**src/rtl/spi_tx_pkg.sv**
```systemverilog
package spi_tx_pkg;
  localparam int unsigned DATA_W    = 8;
  localparam int unsigned DIV_SEL_W = 2;
  // ratio = 2^(1 + 2*sel): 2, 8, 32, 128
  localparam int unsigned CNT_W     = 1 + 2 * ((1 << DIV_SEL_W) - 1);
  localparam int unsigned BIT_W     = $clog2(DATA_W);

  typedef logic [DATA_W-1:0] data_t;
  typedef logic [CNT_W-1:0]  cnt_t;
endpackage

```
**src/rtl/spi_tx_clkdiv.sv**
```systemverilog
module spi_tx_clkdiv
  import spi_tx_pkg::*;
(
  input  logic                 clk_i,
  input  logic                 rst_ni,
  input  logic [DIV_SEL_W-1:0] div_sel_i,
  output logic                 lead_o,
  output logic                 mid_o
);
  localparam int unsigned RATIO_W = CNT_W + 1;

  cnt_t                 cnt_q;
  logic [RATIO_W-1:0]   ratio;
  cnt_t                 term;
  cnt_t                 half_m1;

  always_comb begin
    ratio   = RATIO_W'(1) << (1 + 2 * div_sel_i);
    term    = cnt_t'(ratio - RATIO_W'(1));
    half_m1 = cnt_t'((ratio >> 1) - RATIO_W'(1));
  end

  always_ff @(posedge clk_i or negedge rst_ni) begin
    if (!rst_ni)             cnt_q <= '0;
    else if (cnt_q >= term)  cnt_q <= '0;
    else                     cnt_q <= cnt_q + cnt_t'(1);
  end

  assign lead_o = (cnt_q == term);
  assign mid_o  = (cnt_q == half_m1);

  // a ratio shrunk under the counter must wrap at once
  assert_cnt_wrap_R1: assert property (@(posedge clk_i) disable iff (!rst_ni)
    (cnt_q > term) |=> (cnt_q == '0));
  assert_lead_mid_apart_R1: assert property (@(posedge clk_i) disable iff (!rst_ni)
    !(lead_o && mid_o));
endmodule

```
**src/rtl/spi_tx_buf.sv**
```systemverilog
module spi_tx_buf
  import spi_tx_pkg::*;
(
  input  logic  clk_i,
  input  logic  rst_ni,
  input  logic  wr_en_i,
  input  data_t wr_data_i,
  input  logic  take_i,
  output logic  full_o,
  output data_t data_o,
  output logic  err_o
);
  logic  full_q, err_q;
  data_t data_q;

  always_ff @(posedge clk_i or negedge rst_ni) begin
    if (!rst_ni) begin
      full_q <= 1'b0;
      err_q  <= 1'b0;
      data_q <= '0;
    end else begin
      if (take_i) full_q <= 1'b0;
      if (wr_en_i) begin
        if (full_q) err_q <= 1'b1;
        else begin
          full_q <= 1'b1;
          data_q <= wr_data_i;
        end
      end
    end
  end

  assign full_o = full_q;
  assign data_o = data_q;
  assign err_o  = err_q;

  assert_take_when_full_R6: assert property (@(posedge clk_i) disable iff (!rst_ni)
    take_i |-> full_q);
  assert_err_set_R8: assert property (@(posedge clk_i) disable iff (!rst_ni)
    (wr_en_i && full_q) |=> err_q);
  assert_err_sticky_R8: assert property (@(posedge clk_i) disable iff (!rst_ni)
    err_q |=> err_q);
  assert_full_write_ignored_R8: assert property (@(posedge clk_i) disable iff (!rst_ni)
    (wr_en_i && full_q) |=> $stable(data_q));
endmodule

```
**src/rtl/spi_tx_shift.sv**
```systemverilog
module spi_tx_shift
  import spi_tx_pkg::*;
(
  input  logic  clk_i,
  input  logic  rst_ni,
  input  logic  lead_i,
  input  logic  mid_i,
  input  logic  full_i,
  input  data_t buf_data_i,
  input  logic  cpol_i,
  input  logic  cpha_i,
  output logic  take_o,
  output logic  busy_o,
  output logic  sck_o,
  output logic  mosi_o
);
  logic             active_q, first_q;
  logic [BIT_W-1:0] bit_q;
  data_t            sh_q;
  logic             last;

  assign last   = (bit_q == BIT_W'(DATA_W - 1));
  assign take_o = lead_i && full_i && (!active_q || last);

  always_ff @(posedge clk_i or negedge rst_ni) begin
    if (!rst_ni) begin
      active_q <= 1'b0;
      first_q  <= 1'b0;
      bit_q    <= '0;
      sh_q     <= '0;
    end else if (lead_i) begin
      first_q <= 1'b1;
      if (!active_q || last) begin
        if (full_i) begin
          sh_q     <= buf_data_i;
          active_q <= 1'b1;
          bit_q    <= '0;
        end else begin
          active_q <= 1'b0;
        end
      end else begin
        bit_q <= bit_q + BIT_W'(1);
        sh_q  <= {sh_q[DATA_W-2:0], 1'b0};
      end
    end else if (mid_i) begin
      first_q <= 1'b0;
    end
  end

  // cpha=0: idle level in first half; cpha=1: active level in first half
  assign sck_o  = active_q ? (cpol_i ^ (cpha_i ? first_q : !first_q)) : cpol_i;
  assign mosi_o = active_q ? sh_q[DATA_W-1] : 1'b0;
  assign busy_o = active_q;

  assert_start_on_slot_R2: assert property (@(posedge clk_i) disable iff (!rst_ni)
    $rose(active_q) |-> $past(lead_i));
  assert_mosi_hold_R3: assert property (@(posedge clk_i) disable iff (!rst_ni)
    (active_q && $past(active_q) && !$past(lead_i)) |-> $stable(mosi_o));
  assert_back_to_back_R7: assert property (@(posedge clk_i) disable iff (!rst_ni)
    (lead_i && active_q && last && full_i) |=> active_q);
  assert_idle_sck_R9: assert property (@(posedge clk_i) disable iff (!rst_ni)
    (!$past(active_q) && !active_q) |-> (!mosi_o));
endmodule

```
**src/rtl/spi_tx_master.sv**
```systemverilog
module spi_tx_master
  import spi_tx_pkg::*;
(
  input  logic                 clk_i,
  input  logic                 rst_ni,
  input  logic [DIV_SEL_W-1:0] div_sel_i,
  input  logic                 cpol_i,
  input  logic                 cpha_i,
  input  logic                 wr_en_i,
  input  logic [DATA_W-1:0]    wr_data_i,
  output logic                 tx_empty_o,
  output logic                 wr_err_o,
  output logic                 busy_o,
  output logic                 sck_o,
  output logic                 mosi_o
);
  logic  lead, mid, take, full;
  data_t buf_data;

  spi_tx_clkdiv u_clkdiv (
    .clk_i     (clk_i),
    .rst_ni    (rst_ni),
    .div_sel_i (div_sel_i),
    .lead_o    (lead),
    .mid_o     (mid)
  );

  spi_tx_buf u_buf (
    .clk_i     (clk_i),
    .rst_ni    (rst_ni),
    .wr_en_i   (wr_en_i),
    .wr_data_i (wr_data_i),
    .take_i    (take),
    .full_o    (full),
    .data_o    (buf_data),
    .err_o     (wr_err_o)
  );

  spi_tx_shift u_shift (
    .clk_i      (clk_i),
    .rst_ni     (rst_ni),
    .lead_i     (lead),
    .mid_i      (mid),
    .full_i     (full),
    .buf_data_i (buf_data),
    .cpol_i     (cpol_i),
    .cpha_i     (cpha_i),
    .take_o     (take),
    .busy_o     (busy_o),
    .sck_o      (sck_o),
    .mosi_o     (mosi_o)
  );

  assign tx_empty_o = !full;

  assert_empty_after_write_R6: assert property (@(posedge clk_i) disable iff (!rst_ni)
    (wr_en_i && tx_empty_o) |=> !tx_empty_o);
endmodule

```
**config.mk**
```make
export PLATFORM = sky130hd
export DESIGN_NAME = spi_tx_master
export DESIGN_NICKNAME = d
export VERILOG_FILES = /design/src/rtl/spi_tx_pkg.sv /design/src/rtl/spi_tx_clkdiv.sv /design/src/rtl/spi_tx_buf.sv /design/src/rtl/spi_tx_shift.sv /design/src/rtl/spi_tx_master.sv
export SDC_FILE = /design/constraint.sdc
export NUM_CORES = 1
export LEC_CHECK = 0
export ABC_AREA = 1
export BUFFER_PORTS_ARGS = -buffer_cell sky130_fd_sc_hd__buf_2
export CAP_MARGIN = 20
export CORE_ASPECT_RATIO = 0.75
export CORE_MARGIN = 5
export CORE_UTILIZATION = 40
export DETAILED_ROUTE_END_ITERATION = 12
export HOLD_SLACK_MARGIN = 0.08
export PLACE_DENSITY = 0.6
export SYNTH_ARGS = -nofsm -noshare
export SYNTH_HDL_FRONTEND = slang
export SYNTH_SLANG_ARGS = --single-unit
```
**constraint.sdc**
```tcl
create_clock -name clk_i -period 2.1 [get_ports clk_i]
set_input_delay 0.105 -clock clk_i [delete_from_list [all_inputs] [get_ports clk_i]]
set_output_delay 0.105 -clock clk_i [all_outputs]
set_load 0.01 [all_outputs]
```
Yosys cells after proc, flatten, opt, wreduce, memory -nomap -nowiden
Index checks and enable logic that the tools add are counted.
W data, S select, Z words.
{"block": "totals", "reg_bits": 30, "input_bits": 15, "word_cells": 46, "output_inout_bits": 5}
{"block": "op_classes", "n_lt_le_gt_ge": 1, "eq_ne": 4, "n_addsub": 5, "shifts": 1, "muxes": 14, "reduce_logical": 11, "bitwise_logic": 2}
{"cell": "$mux W8", "count": 2}
{"cell": "$eq A7 B7 Y1", "count": 2}
{"cell": "$sub A7 B1 Y7 const B", "count": 2}
{"cell": "$mux W1", "count": 9}
{"cell": "$reduce_and A2 Y1", "count": 4}
{"cell": "$shl A1 B4 Y8 const A", "count": 1}
{"cell": "$add A7 B1 Y7 const B", "count": 1}
{"cell": "$ge A7 B7 Y1", "count": 1}
{"cell": "$mux W7", "count": 1}
{"cell": "$mux W3", "count": 2}
{"cell": "$add A1 B3 Y4 const A", "count": 1}
{"cell": "$add A3 B1 Y3 const B", "count": 1}
{"cell": "$eq A3 B3 Y1 const B", "count": 1}
{"cell": "$logic_not A1 Y1", "count": 3}
{"cell": "$logic_and A1 B1 Y1", "count": 2}
{"cell": "$ne A2 B2 Y1 const B", "count": 1}
{"cell": "$reduce_bool A2 Y1", "count": 1}
{"cell": "$logic_or A1 B1 Y1", "count": 1}
{"cell": "$not A1 Y1", "count": 1}
{"cell": "$xor A1 B1 Y1", "count": 1}

Longest topological paths before layout
Gate-level depths: netlist of run 1.
{"block": "logic_depth", "ltp_word": 9, "mapped_depth": 10, "mapped_depth_nobuf": 9}

Modules after synthesis
Synthesis of run 1 repeated with hierarchy kept, for this count alone.
{"block": "unflattened", "hier_cells": 198, "area_unflattened_um2": 1620.3}
{"mod": "spi_tx_shift", "area_each_um2": 698.2, "n_inst": 1, "seq_area_each_um2": 325.3, "cells_per_inst": 94}
{"mod": "spi_tx_clkdiv", "area_each_um2": 518.0, "n_inst": 1, "seq_area_each_um2": 175.2, "cells_per_inst": 64}
{"mod": "spi_tx_buf", "area_each_um2": 400.4, "n_inst": 1, "seq_area_each_um2": 250.2, "cells_per_inst": 39}
{"mod": "spi_tx_master", "area_each_um2": 3.8, "n_inst": 1, "seq_area_each_um2": 0.0, "cells_per_inst": 1}

Least setup slack after synthesis of run 1
No wires, ideal clock.
{"block": "synth_path", "path_kind": "register to register", "startpoint": "reg u_clkdiv.cnt_q[5]", "endpoint": "reg u_shift.bit_q[0]", "stages_incl_launch_ff": 10, "setup_time_ps": 118, "required_ps": 1982, "setup_slack_ps": 568, "arrival_time_ps": 1414, "period_less_slack_ps": 1532, "path_buffers": 1, "cell_sequence": "dfrtp_1 > ha_1 > nand2_1 > nor2_1 > nand2_4 > nor2_8 > nand2_4 > buf_6 > nand2_1 > nand2_1"}
{"block": "synth_between", "elab_chain_len": 2}
{"item": "from (decl)", "line_no": "spi_tx_clkdiv.sv:12", "text": "cnt_t cnt_q;"}
{"item": "from (signal assigned)", "line_no": "spi_tx_clkdiv.sv:26", "text": "else cnt_q <= cnt_q + cnt_t'(1);"}
{"item": "$eq A7 B7 Y1", "line_no": "spi_tx_clkdiv.sv:29", "text": "assign lead_o = (cnt_q == term);"}
{"item": "$reduce_and A2 Y1 (no source line)"}
{"item": "to (signal assigned)", "line_no": "spi_tx_shift.sv:42", "text": "bit_q <= bit_q + BIT_W'(1);"}
{"item": "to (decl)", "line_no": "spi_tx_shift.sv:18", "text": "logic [BIT_W-1:0] bit_q;"}
No other way between the ends.
A chain may end at the register's enable or synchronous reset.

Worst setup path in the final report of run 1
{"block": "layout_path", "startpoint": "reg u_shift.bit_q[0]", "endpoint": "reg u_shift.sh_q[2]"}
{"block": "layout_between", "elab_chain_len": 4, "word_cells_on_any_way": 5, "cone_classes": "2 x eq/ne; 1 x mux; 2 x reduce/logical"}
{"item": "$eq A3 B3 Y1 *", "line_no": "spi_tx_shift.sv:22", "text": "assign last = (bit_q == BIT_W'(DATA_W - 1));"}
{"item": "$logic_or A1 B1 Y1 *", "line_no": "spi_tx_shift.sv:33", "text": "if (!active_q || last) begin"}
{"item": "$ne A2 B2 Y1 (no source line)"}
{"item": "$reduce_and A2 Y1 (no source line)"}
{"item": "to (signal assigned)", "line_no": "spi_tx_shift.sv:35", "text": "sh_q <= buf_data_i;"}
{"item": "to (signal assigned)", "line_no": "spi_tx_shift.sv:43", "text": "sh_q <= {sh_q[DATA_W-2:0], 1'b0};"}
{"item": "to (decl)", "line_no": "spi_tx_shift.sv:19", "text": "data_t sh_q;"}
Mark *: on every way between the ends. The rest lies on a longest branch, timed or not.

==> results of run 1 <==
## worst paths after layout
kind / endpoint / cells past startpoint / start / slack, ns
min reg2reg: u_buf.err_o$_DFFE_PN0P_ / 1 / u_buf.err_o$_DFFE_PN0P_ / 0.45
min: u_shift.first_q$_DFFE_PN0P_ / 7 / div_sel_i[0] / 0.34
min in group asynchronous: u_clkdiv.cnt_q[4]$_DFF_PN0_ / 2 / rst_ni / 0.42
max: u_shift.sh_q[2]$_DFFE_PN0P_ / 8 / u_shift.bit_q[0]$_DFFE_PN0P_ / 0.29
max in group asynchronous: u_shift.sh_q[4]$_DFFE_PN0P_ / 2 / rst_ni / 1.25
max reg2reg: u_shift.sh_q[2]$_DFFE_PN0P_ / 8 / u_shift.bit_q[0]$_DFFE_PN0P_ / 0.29
## tightest hold or removal path, stage by stage
cell and delay [ns]:
buf_2 0.15, nand3_1 0.10, nand2_1 0.06, nor2_1 0.03
nand2_1 0.05, nand2_1 0.04, nand2_1 0.05
## synthesized netlist by cell type, drive strengths merged
cell type  number
o21a            1
nand3          14
xor2            3
clkinv          1
dfrtp          30
inv            13
a21o            1
mux2            7
buf             3
nor2           16
nand2          74
o21ai           5
ha              7
or2             2
xnor2           3
a21oi           5
nand3b          1
## flip-flops by register name, indices dropped and copies added (netlist names)
signal,flops
u_buf.full_o,1
u_clkdiv.cnt_q,7
u_buf.err_o,1
u_shift.sh_q,8
u_shift.busy_o,1
u_shift.first_q,1
u_shift.bit_q,3
u_buf.data_o,8
## power groups by stage
stage | sequential [mW] | combinational, mW | clock, mW
after floorplan | 0.946 | 0.609 | 0
after global placement | 0.998 | 0.746 | 0
after detailed placement | 0.999 | 0.761 | 0
after CTS | 0.989 | 0.777 | 0.500
after global routing | 1.02 | 0.885 | 0.530
final | 0.989 | 0.766 | 0.479
## cells by family after synthesis
logic type / after synthesis / share of synthesized area [%]
buffers and inverters: 17 / 5.24
adders and majority gates: 7 / 5.48
xor gates and xnor gates: 6 / 3.29
and+or+nand+nor: 107 / 29.8
DFF: 30 / 46.9
AOI/OAI and AO/OA: 12 / 4.30
muxes: 7 / 4.93
## metrics by stage
step                setup slack [ns]  power [mW]  cells  utilization (%)  area [um2]
floorplan                      0.568        1.56    186                -        1600
global placement               0.352        1.74    254             46.0        1730
detailed placement             0.282        1.76    254             46.0        1730
CTS                            0.276        2.27    272             51.2        1920
global route                   0.119        2.44    272             51.2        1920
finish                         0.286        2.23    272             51.2        1920
## cell usage in the layout (no fill, tap or decap), drive strengths merged
cell type and n:
nand2 74, dfrtp 30, buf 19, nor2 16, nand3 14, inv 13, dlygate4sd3 10, mux2 7
ha 7, clkbuf 6, a21oi 5, o21ai 5, xor2 3, xnor2 3, or2 2, clkinv 2
o21a 1, nand3b 1, a21o 1, clkinvlp 1
## per-layer routing
| layer | up-vias | share of wire [%] | track usage, % |
|---|---|---|---|
| met5 | - | 0 | 0 |
| met4 | 0 | 0.83 | 4.90 |
| met3 | 5 | 6.5 | 4.05 |
| met2 | 26 | 36 | 16.9 |
| met1 | 548 | 56 | 18.3 |
| li1 | 653 | - | - |
## final cells by class
cell class,count,area [um2]
Fill cell,382,1830
Sequential cell,30,751
Multi-Input combinational cell,139,764
Clock buffer,6,82.6
Timing Repair Buffer,29,195
Inverter,14,52.6
Clock inverter,2,12.5
Tap cell,52,65.1
==> flow_summary.yaml, run 1 <==
worst_setup_path:
  worstPathCellList: "ha_1 > ha_1 > or2_1 > clkinv_1 > nand2_1 > nand2_1 > nand3_1 > nand2_1"
  critical_path.startpoint_type: "flop"
  critPathRequiredTime_ns: 2.27
  critical_path.n_buffers_inverters: 1
  crit_path_max_fanout: 13
  crit_top_cell: "nand2_1"
  crit_arrival_ns: 1.99
  crit_path_end_kind: "flop"
  critical_path.top_delay_family: "simple AND/OR/NAND/NOR gates"
  crit_path_max_incr_delay_ns: 0.37
  crit_type: "reg2reg"
  crit_slowest_cell: "or2_1"
power:
  power.sequential.fraction_pct: 44.3
  switchingPower_mw: 0.834
  fraction_of_power_spent_switching_nets_pct: 37.3
  power.leakage_nw: 1.03
  combinationalPowerShare_pct: 34.3
  internal_power_mw: 1.40
  peakVddDrop_mv: 0.624
  power.clock.fraction_pct: 21.4
  cellPowerDensity_nw_per_um2: 1160
logic_synthesis:
  post_synth_inst_count: 186
  netlist_area_um2: 1600
  synth_seq_area_share_pct: 46.9
  synth_cell_type_count: 26
  synth.ff_latch_count: 30
  synth.yosys.warnings: 0
  netlist_top_cells_area: "dfrtp_1 (47%), nand2_1 (16%), ha_1 (5.5%)"
  netlist.area_leader.share_pct: 46.9
  syn_area_per_cell_um2: 8.60
  mappedNetlistNets: 208
  synth_top_area_cell: "dfrtp_1"
sta:
  whs_ns: 0.344
  finalMaxSlewViolations: 0
  max_clock_freq_mhz: 551
  setup_viol_count_final: 0
  fin_setup_tns_ns: 0
  timing_hold_violations_final: 0
  timing.clock.skew_ns: 0.00115
  final_min_period_over_clock_period_pct: 86.4
  post_layout_min_period_ns: 1.81
  rsz0062_at_grt: "no"
  tightest_slew_ns: 0.667
  max_slew_margin_pct: 55.5
clocking:
  post-cts-setup-buffer-count: 0
  clock_path_buffers: 2
  clockRootBuffer: "clkbuf_8"
  cts_tree: "built"
  cts_hold_buf: 10
  clock_insertion_delay_worst_skew_ns: 0.28
  cts_sinks: 30
  htree_levels: 2
  clk_pin_slew_ns: 0.06
  numCtsBuffers: 5
  number_of_resized_instances_in_the_post_cts_repair_step: 0
routing:
  vias_per_cell: 4.53
  dr.pass1.iters: 4
  remaining_antenna_violation_count_after_routing: 0
  routed_wire_length_per_instance_um: 11.1
  num_vias: 1232
  detail_route.wirelength_um: 3020
  drtIter0Drc: 97
  drc: 0
global_routing:
  grt_pass1_wl_um: 5390
  via_count_of_the_first_global_routing_pass: 1152
  number_of_antenna_violations_at_the_first_check_in_global_routing: 0
  grt_start_max_net_pins: 31
  overflow: 0
  groute.usage.overall_pct: 12.5
floorplan:
  top_level_pins: 20
  coreArea_um2: 3760
  floorplan.initialDensity_pct: 42.6
  fp.dieArea_um2: 5370
  die_x_um: 83.0
  die_height_um: 64.8
  placement_rows: 19
place:
  detailedPlacementHpwl_um: 2200
  port-buffer-count: 19
  place.gp.congestion: 0.836
job:
  drv.max_cap_violation_count: 0
cells_and_area:
  diodes: 0
  area.growth.synth_to_final_pct: 20.3
  nets: 241
  post_route_cells_drive_above_1_share_pct: 20.5
min_path:
  hold_class: "in2reg"
outcome:
  status: "completed"
(Power assumes the default switching activity.)
==> run 2: changes to the inputs <==
Settings changed: BUFFER_PORTS_ARGS -buffer_cell sky130_fd_sc_hd__buf_2 to -buffer_cell sky130_fd_sc_hd__buf_4.
==> run 2 against run 1 <==
Effect of this change: critical path type unchanged; highest routed layer unchanged; clock skew is essentially flat; clock power shrank 10%; final cell count shrank 0.37%; core utilization grew 0.83 points.
==> flow_summary.yaml, run 2 (synthesis gave the netlist of run 1 again) <==
outcome:
  status: "completed"
power:
  power.clock.fraction_pct: 19.3
  report.power.total_mw: 2.22
  power.leakage_nw: 1.05
  switchingPower_mw: 0.838
  internal_power_mw: 1.38
  fraction_of_power_spent_switching_nets_pct: 37.7
  peakVddDrop_mv: 0.645
  power.sequential.fraction_pct: 44.8
  combinationalPowerShare_pct: 35.9
  cellPowerDensity_nw_per_um2: 1140
place:
  port-buffer-count: 19
  place.gp.congestion: 0.789
  detailedPlacementHpwl_um: 2340
  place_ws_ns: 0.310
  numPlacedInstances: 254
sta:
  setup_ws_ns: 0.294
  setup_viol_count_final: 0
  final_min_period_over_clock_period_pct: 86.0
  tightest_slew_ns: 0.433
  timing_hold_violations_final: 0
  finalMaxSlewViolations: 0
  max_clock_freq_mhz: 554
  rsz0062_at_grt: "no"
  timing.clock.skew_ns: 0.00138
  post_layout_min_period_ns: 1.81
  max_slew_margin_pct: 71.1
  fin_setup_tns_ns: 0
worst_setup_path:
  crit_path_end_kind: "flop"
  critical_path.top_delay_family: "simple AND/OR/NAND/NOR gates"
  critical_path.n_buffers_inverters: 1
  regToRegStartpoint: "u_shift.bit_q[0]$_DFFE_PN0P_"
  critPathRequiredTime_ns: 2.27
  critical_path.startpoint_type: "flop"
  rr_worst_depth: 8
  crit_arrival_ns: 1.98
  crit_type: "reg2reg"
  worst-path-stages: 8
  crit_path_max_fanout: 13
  cp-startpoint: "u_shift.bit_q[0]$_DFFE_PN0P_"
  crit_top_cell: "nand2_1"
  crit_path_max_incr_delay_ns: 0.37
  crit_slowest_cell: "dfrtp_1"
  worstPathCellList: "ha_1 > ha_1 > or2_1 > clkinv_1 > nand2_1 > nand2_1 > nand3_1 > nand2_1"
floorplan:
  top_level_pins: 20
  die_height_um: 64.8
  fp.dieArea_um2: 5370
  coreArea_um2: 3760
  placement_rows: 19
  die_x_um: 83.0
  floorplan.initialDensity_pct: 42.6
routing:
  num_vias: 1255
  drtIter0Drc: 121
  remaining_antenna_violation_count_after_routing: 0
  routed_wire_length_per_instance_um: 11.8
  detail_route.wirelength_um: 3200
  dr.pass1.iters: 4
  drc: 0
  vias_per_cell: 4.63
cells_and_area:
  diodes: 0
  filler_cell_count: 387
  nets: 241
  commonest_cells_after_routing_fill_and_taps_aside: "nand2_1 (68), dfrtp_1 (30), buf_4 (19)"
  sequential_area_um2: 751
  layout.cells.non_filler: 271
  layout.cells.most_common: "nand2_1"
  area.growth.synth_to_final_pct: 22.2
  layout.core_utilization_pct: 52.0
  multiInputGateArea_um2: 764
  post_route_cells_drive_above_1_share_pct: 20.1
global_routing:
  via_count_of_the_first_global_routing_pass: 1243
  grt_pass1_wl_um: 5630
  overflow: 0
  number_of_antenna_violations_at_the_first_check_in_global_routing: 0
  grt_start_max_net_pins: 31
  groute.usage.overall_pct: 13.2
min_path:
  hold_class: "in2async"
clocking:
  clock_path_buffers: 2
  clockRootBuffer: "clkbuf_8"
  htree_levels: 2
  cts_tree: "built"
  cts_sinks: 30
  numCtsBuffers: 5
  post-cts-setup-buffer-count: 0
  clock_insertion_delay_worst_skew_ns: 0.28
  clk_pin_slew_ns: 0.06
job:
  drv.max_cap_violation_count: 0
## run 2: cell types whose count changed in the layout (fill, tap and decap cells not counted)
cell,previous run,this run
buf_2,19,0
buf_4,0,19
clkinvlp_4,1,0
clkinv_2,1,2
clkbuf_8,6,5
## run 2: repair_timing
item | in CTS | in global routing
gates resized for setup | 0 | 0
hold endpoints to repair | 39 | 0
hold buffers | 10 | 0
## run 2: layout make-up
class,instances,area share (%)
Timing Repair Buffer,29,12.4
Tap cell,52,3.33
Inverter,14,2.69
Multi-Input combinational cell,139,39.1
Sequential cell,30,38.4
Clock inverter,2,0.512
Clock buffer,5,3.52
## run 2: metrics by stage
stage | hold slack [ns] | cell area [um2]
6_report | 0.288 | 1950
3_3_place_gp | 0.0560 | 1780
5_1_grt | 0.300 | 1950
4_1_cts | 0.283 | 1950
3_5_place_dp | 0.0596 | 1780
2_1_floorplan | -0.191 | 1600
## run 2: per-layer routing
layer | up-vias | part of all wire [%] | track usage [%] | wire (um)
li1 | 654 | - | - | -
met2 | 31 | 41 | 18.9 | 1310
met5 | - | 0 | 0 | 0
met1 | 565 | 51 | 17.5 | 1620
met4 | 0 | 1.6 | 6.12 | 52
met3 | 5 | 6.6 | 5.57 | 212
## run 2: power by group through the flow
stage | combinational (mW) | sequential, mW | clock, mW
finish | 0.796 | 0.994 | 0.429
CTS | 0.803 | 0.995 | 0.449
global placement | 0.759 | 0.993 | 0
global route | 0.918 | 1.03 | 0.472
floorplan | 0.609 | 0.946 | 0
detailed placement | 0.778 | 1.00 | 0
## run 2: path summary, 6_finish.rpt
check | to | slack (ns)
max | u_shift.sh_q[6]$_DFFE_PN0P_ | 0.29
min | u_clkdiv.cnt_q[2]$_DFF_PN0_ | 0.29
max reg2reg | u_shift.sh_q[6]$_DFFE_PN0P_ | 0.29
min reg2reg | u_buf.err_o$_DFFE_PN0P_ | 0.47
max in group asynchronous | u_shift.sh_q[2]$_DFFE_PN0P_ | 1.53
min in group clk_i | u_shift.first_q$_DFFE_PN0P_ | 0.29
